===== config.mk =====
export PLATFORM = sky130hd
export DESIGN_NAME = pattern_bank_sched
export DESIGN_NICKNAME = d
export VERILOG_FILES = /design/src/rtl/pattern_bank_sched.sv
export SDC_FILE = /design/constraint.sdc
export NUM_CORES = 1
export LEC_CHECK = 0
export BUFFER_PORTS_ARGS = -buffer_cell sky130_fd_sc_hd__buf_4
export CAP_MARGIN = 40
export CORE_AREA = 2 2 129 131
export DETAILED_ROUTE_END_ITERATION = 7
export DIE_AREA = 0 0 131 133
export GPL_TIMING_DRIVEN = 0
export PLACE_DENSITY = 0.78
export SLEW_MARGIN = 20
export SYNTH_ARGS = -nofsm -noshare
export SYNTH_HDL_FRONTEND = slang
export SYNTH_SLANG_ARGS = --single-unit

===== constraint.sdc =====
create_clock -name clk -period 5.7 [get_ports clk]
set_input_delay 0.855 -clock clk [delete_from_list [all_inputs] [get_ports clk]]
set_output_delay 0.855 -clock clk [all_outputs]
set_load 0.01 [all_outputs]

===== src/rtl/pattern_bank_sched.sv =====
module pattern_bank_sched #(
  parameter int DOTS       = 341,
  parameter int LINES      = 262,
  parameter int VIS_LINES  = 240,
  parameter int BG_COMMIT  = 249,
  parameter int SPR_COMMIT = 321,
  parameter int BANK_W     = 8,
  parameter int WIN        = 4,
  parameter int QDEPTH     = 4
) (
  input  logic                        clk,
  input  logic                        rst_n,
  input  logic                        rendering,
  input  logic                        bg_wide,
  input  logic                        cpu_we,
  input  logic                        cpu_addr,
  input  logic [BANK_W-1:0]           cpu_wdata,
  output logic [$clog2(DOTS)-1:0]     dot,
  output logic [$clog2(LINES)-1:0]    line,
  output logic [WIN*BANK_W-1:0]       bg_bank,
  output logic [WIN*BANK_W-1:0]       spr_bank,
  output logic                        late,
  output logic                        overflow
);
  localparam int DOT_W  = $clog2(DOTS);
  localparam int LINE_W = $clog2(LINES);
  localparam int WIN_W  = $clog2(WIN);
  localparam int SLOT_W = WIN_W + 1;
  localparam logic [DOT_W-1:0]  DOT_LAST  = DOT_W'(DOTS - 1);
  localparam logic [DOT_W-1:0]  BG_EDGE   = DOT_W'(BG_COMMIT - 1);
  localparam logic [DOT_W-1:0]  SPR_EDGE  = DOT_W'(SPR_COMMIT - 1);
  localparam logic [DOT_W-1:0]  LATE_LO   = DOT_W'(SPR_COMMIT);
  localparam logic [LINE_W-1:0] LINE_LAST = LINE_W'(LINES - 1);
  localparam logic [LINE_W-1:0] VIS_END   = LINE_W'(VIS_LINES);

  logic [SLOT_W-1:0] sel_q;
  logic [QDEPTH-1:0] q_v;
  logic [SLOT_W-1:0] q_slot [QDEPTH];
  logic [BANK_W-1:0] q_val  [QDEPTH];
  logic [BANK_W-1:0] bg_q  [WIN], bg_n  [WIN];
  logic [BANK_W-1:0] spr_q [WIN], spr_n [WIN];

  logic active, bg_edge, spr_edge, dwr, stage;
  assign active   = rendering && (line < VIS_END);
  assign bg_edge  = active && (dot == BG_EDGE);
  assign spr_edge = active && (dot == SPR_EDGE);
  assign dwr      = cpu_we && cpu_addr;
  assign stage    = dwr && active;

  always_ff @(posedge clk) begin
    if (!rst_n) begin
      dot  <= '0;
      line <= '0;
    end else if (dot == DOT_LAST) begin
      dot  <= '0;
      line <= (line == LINE_LAST) ? '0 : line + 1'b1;
    end else begin
      dot <= dot + 1'b1;
    end
  end

  always_ff @(posedge clk) begin
    if (!rst_n) sel_q <= '0;
    else if (cpu_we && !cpu_addr) sel_q <= cpu_wdata[SLOT_W-1:0];
  end

  logic [QDEPTH-1:0] flush, keep, hit, alloc;
  logic [QDEPTH:0]   ap_en;
  logic [SLOT_W-1:0] ap_slot [QDEPTH+1];
  logic [BANK_W-1:0] ap_val  [QDEPTH+1];

  for (genvar i = 0; i < QDEPTH; i++) begin : g_entry
    assign flush[i]   = q_v[i] && (!active ||
                        (bg_edge && !q_slot[i][SLOT_W-1]) ||
                        (spr_edge && q_slot[i][SLOT_W-1]));
    assign keep[i]    = q_v[i] && !flush[i];
    assign hit[i]     = keep[i] && (q_slot[i] == sel_q);
    assign ap_en[i]   = flush[i];
    assign ap_slot[i] = q_slot[i];
    assign ap_val[i]  = q_val[i];
  end
  assign ap_en[QDEPTH]   = dwr && !active;
  assign ap_slot[QDEPTH] = sel_q;
  assign ap_val[QDEPTH]  = cpu_wdata;

  logic taken;
  always_comb begin
    alloc = '0;
    taken = 1'b0;
    for (int i = 0; i < QDEPTH; i++) begin
      if (stage && !(|hit) && !keep[i] && !taken) begin
        alloc[i] = 1'b1;
        taken    = 1'b1;
      end
    end
  end

  always_ff @(posedge clk) begin
    if (!rst_n) begin
      q_v <= '0;
      for (int i = 0; i < QDEPTH; i++) begin
        q_slot[i] <= '0;
        q_val[i]  <= '0;
      end
    end else begin
      for (int i = 0; i < QDEPTH; i++) begin
        if (alloc[i]) begin
          q_v[i]    <= 1'b1;
          q_slot[i] <= sel_q;
          q_val[i]  <= cpu_wdata;
        end else if (stage && hit[i]) begin
          q_val[i] <= cpu_wdata;
        end else if (flush[i]) begin
          q_v[i] <= 1'b0;
        end
      end
    end
  end

  always_comb begin
    bg_n  = bg_q;
    spr_n = spr_q;
    for (int i = 0; i <= QDEPTH; i++) begin
      if (ap_en[i]) begin
        if (ap_slot[i][SLOT_W-1]) begin
          spr_n[ap_slot[i][WIN_W-1:0]] = ap_val[i];
        end else if (!bg_wide) begin
          bg_n[ap_slot[i][WIN_W-1:0]] = ap_val[i];
        end else if (!ap_slot[i][WIN_W-1]) begin
          bg_n[{ap_slot[i][WIN_W-2:0], 1'b0}] = {ap_val[i][BANK_W-1:1], 1'b0};
          bg_n[{ap_slot[i][WIN_W-2:0], 1'b1}] = {ap_val[i][BANK_W-1:1], 1'b1};
        end
      end
    end
  end

  always_ff @(posedge clk) begin
    if (!rst_n) begin
      for (int i = 0; i < WIN; i++) begin
        bg_q[i]  <= '0;
        spr_q[i] <= '0;
      end
      late     <= 1'b0;
      overflow <= 1'b0;
    end else begin
      bg_q     <= bg_n;
      spr_q    <= spr_n;
      late     <= stage && !sel_q[SLOT_W-1] && (dot >= LATE_LO);
      overflow <= stage && !(|hit) && !taken;
    end
  end

  for (genvar g = 0; g < WIN; g++) begin : g_out
    assign bg_bank[g*BANK_W +: BANK_W]  = bg_q[g];
    assign spr_bank[g*BANK_W +: BANK_W] = spr_q[g];
  end

  assert_dot_wrap_R1: assert property (@(posedge clk) disable iff (!rst_n)
    dot == DOT_LAST |=> dot == '0);

  assert_bg_commit_point_R3: assert property (@(posedge clk) disable iff (!rst_n)
    !$stable(bg_bank) |-> ($past(dot) == BG_EDGE || !$past(active)));

  assert_spr_commit_point_R4: assert property (@(posedge clk) disable iff (!rst_n)
    !$stable(spr_bank) |-> ($past(dot) == SPR_EDGE || !$past(active)));

  assert_no_overflow_R6: assert property (@(posedge clk) disable iff (!rst_n)
    overflow |-> $past(&q_v));

  assert_idle_flush_R7: assert property (@(posedge clk) disable iff (!rst_n)
    !active |=> q_v == '0);

  assert_late_cause_R8: assert property (@(posedge clk) disable iff (!rst_n)
    late |-> $past(cpu_we && cpu_addr && dot >= LATE_LO && active));
endmodule


==> key figures <==
Clock network
  – Clock root cell: clkbuf_16
  – Resized cells post-CTS: 0
  – Clk slew on worst S/H paths: 0.07 ns
  – Hold Buf Count CTS: 0
  – CTS tree: built
  – H-tree depth: 4
  – # clock sinks: 135
  – Max Buffers Root-to-Sink: 2
  – Worst-Skew Late Latency: 0.44 ns
  – TritonCTS buffer count: 17
  – Post-CTS setup buffers: 0

Placed design
  – Placed inst area: 10100 um^2
  – Number of port buffers: 92
  – Setup WS pre-CTS: 1.84 ns
  – Final HPWL DP: 25900 um
  – RD Place Congestion: 1.03

Finish
  – Commonest non-fill, non-tap cell in the layout: nor2_1
  – Commonest non-fill, non-tap cells in the layout: nor2_1, buf_4, dfxtp_1, nand2_1, a21oi_1
  – N_diodes: 0
  – Nets: 1202
  – Area delta synth->final: 18.0%
  – Final core occ: between 60% and 70%
  – Post-route cell area: 10700 um^2
  – Ratio of cells with drive above 1 in the final layout: 16.8%

Floorplan
  – Die ar.: around 17000 um^2
  – Ports: between 90 and 100
  – Core area: 16200 um^2
  – FP Rows: 47
  – Starting Density: between 50% and 60%
  – Die W: 131 um
  – Die height: 133 um

Power and ir drop
  – Clock Power Share: 47.4%
  – Switching share of power: between 20% and 30%
  – Cell Pwr Density: 233 nW/um^2
  – Combinational power share: a little over a tenth
  – Final Power: 2500 uW
  – Internal power: 1810 uW
  – Worst VDD drop: 0.000203 V
  – Sw Pwr: about 700 uW
  – Leak Pwr: 0.00389 uW
  – Sequential power share: 41.8%

Hold path
  – Min-Delay Path Class: reg2reg

Route
  – DRC: 1
  – Routed Antenna Nets: 0
  – Iter 0 DRT Violations: 1493
  – Overall routed net length: 37000 um
  – Drt pass-1 iters: 8
  – Vias: 10000
  – Via density: 7.06
  – Wire per inst: 26.1 um

Yosys
  – Synthesized Nets: 1083
  – Synth unique cells: ~80
  – Most used flip-flop cell after synthesis: dfxtp_1
  – Synthesized flop and latch total: 135
  – Seq/Total Area, Yosys: 34.6%
  – Cell Area, Synth: 9090 um^2
  – Syn Area/Cell: 8.55 um^2
  – Post-Synthesis Cells: ~1100
  – Post-synth EDFFs: 44
  – Synth warn: 0
  – Ys async rst share: 0%

Global route
  – Vias in the first global route: 9422
  – GR Overflow Total: 0
  – Global-route wire length before repair: 55100 um
  – Largest net degree at the start of global routing: 17
  – Initial antenna violation count: 0
  – Overall routing resource usage: 42.7%

Critical path
  – Critical path class: reg2reg
  – Worst Path Arrival: ~3.9 ns
  – Crit. End Element: flop
  – Startpoint Class: flop
  – Worst reg2reg setup slack: 1.87 ns
  – Critical path fanouts, max: 9
  – Worst EP required: 5.76 ns

STA
  – Final Cycle Share: 67.2%
  – Tightest Pin Transition: 1.03 ns
  – Max-slew headroom: between 30% and 40%
  – Fin crit period: 3.83 ns
  – Final WS setup: 1.87 ns
  – Fmax: 261 MHz
  – Slew Limit Fails: 0
  – Final hold vios: 0
  – RSZ-0062 raised after global routing: no
  – Clock skew: about 0.013 ns
  – # setup viols final: 0
  – Setup TNS: 0 ns

Status
  – Status: finished with violations
  – Failing checks: DRC

Job
  – Max_cap viols: 0
## metrics by stage
stage	hold WS, ns	instances
after detailed placement	0.515	1382
after CTS	0.528	1414
final	0.520	1416
after floorplan	0.503	1064
after global routing	0.560	1416
after global placement	0.497	1376
## layer usage
metal	vias up	track usage (%)	wire length (um)
met1	4674	58.3	14200
li1	4313	-	-
met5	-	0	0
met2	812	60.2	15500
met4	0	24.1	2310
met3	202	12.0	5070
## cell usage after synthesis (10+ instances only)
master	number	area (um^2)
o21ai_0	37	185
o2111ai_1	10	87.6
mux2i_1	40	400
a21oi_1	65	325
a221oi_1	24	210
and3_1	25	156
clkbuf_1	54	203
xnor2_1	19	166
dfxtp_1	91	1820
xor2_1	14	123
buf_1	23	86.3
a31oi_1	48	300
nor2_1	113	424
nand2_1	87	327
mux2_2	17	191
nand3_1	23	115
nand2b_1	15	93.8
and2_1	19	119
edfxtp_1	44	1320
o221ai_1	44	385
a211oi_1	13	97.6
a211o_1	41	359
nor3_1	17	85.1
buf_2	10	50.1
inv_1	22	82.6
## final timing paths
kind              startpoint           to  cells after the start
setup reg to reg      dot[0]  q_val[3][2]                      9
hold / removal        dot[0]       dot[0]                      1
hold reg to reg       dot[0]       dot[0]                      1
setup / recovery      dot[0]  q_val[3][2]                      9
## critical path, stage by stage (launching register included)
cell,delay (ns)
dfxtp_1,0.37
inv_1,0.08
ha_1,0.36
nand4bb_1,0.15
or2_1,0.25
buf_2,0.18
o2111ai_1,0.62
nor4b_2,0.20
a21oi_1,0.74
nand2_1,0.48
## state kept, by name, summed over array words and instances, names as in the netlist, 3 cells and up
name	flops
line	9
q_v	4
q_val	32
spr_bank	32
bg_bank	32
q_slot	12
dot	9
sel_q	3
## layout make-up
type	instances	area [um^2]
Timing Repair Buffer	100	736
Tap cell	220	275
Multi-Input combinational cell	815	5500
Clock inverter	13	168
Fill cell	1425	5440
Inverter	22	82.6
Clock buffer	19	443
Sequential cell	135	3140
Buffer	92	388
## logic make-up after synthesis
kind of cell | Yosys count | share of synthesized area [%]
XOR/XNOR | 33 | 3.18
adder cells (fa/ha/maj) | 5 | 0.688
AO/OA/AOI/OAI | 361 | 30.4
buffers and inverters | 114 | 5.17
AND/OR/NAND/NOR | 359 | 19.5
multiplexers | 57 | 6.51
flip-flops | 135 | 34.6
## power by group through the flow
stage          Sequential [uW]  Combinational, uW  Clock [uW]
2_1_floorplan             1060                152           0
3_3_place_gp              1060                252           0
3_5_place_dp              1060                254           0
4_1_cts                   1040                255        1170
5_1_grt                   1050                281        1220
6_report                  1050                269        1190
Power figures use the tool's default switching activity.
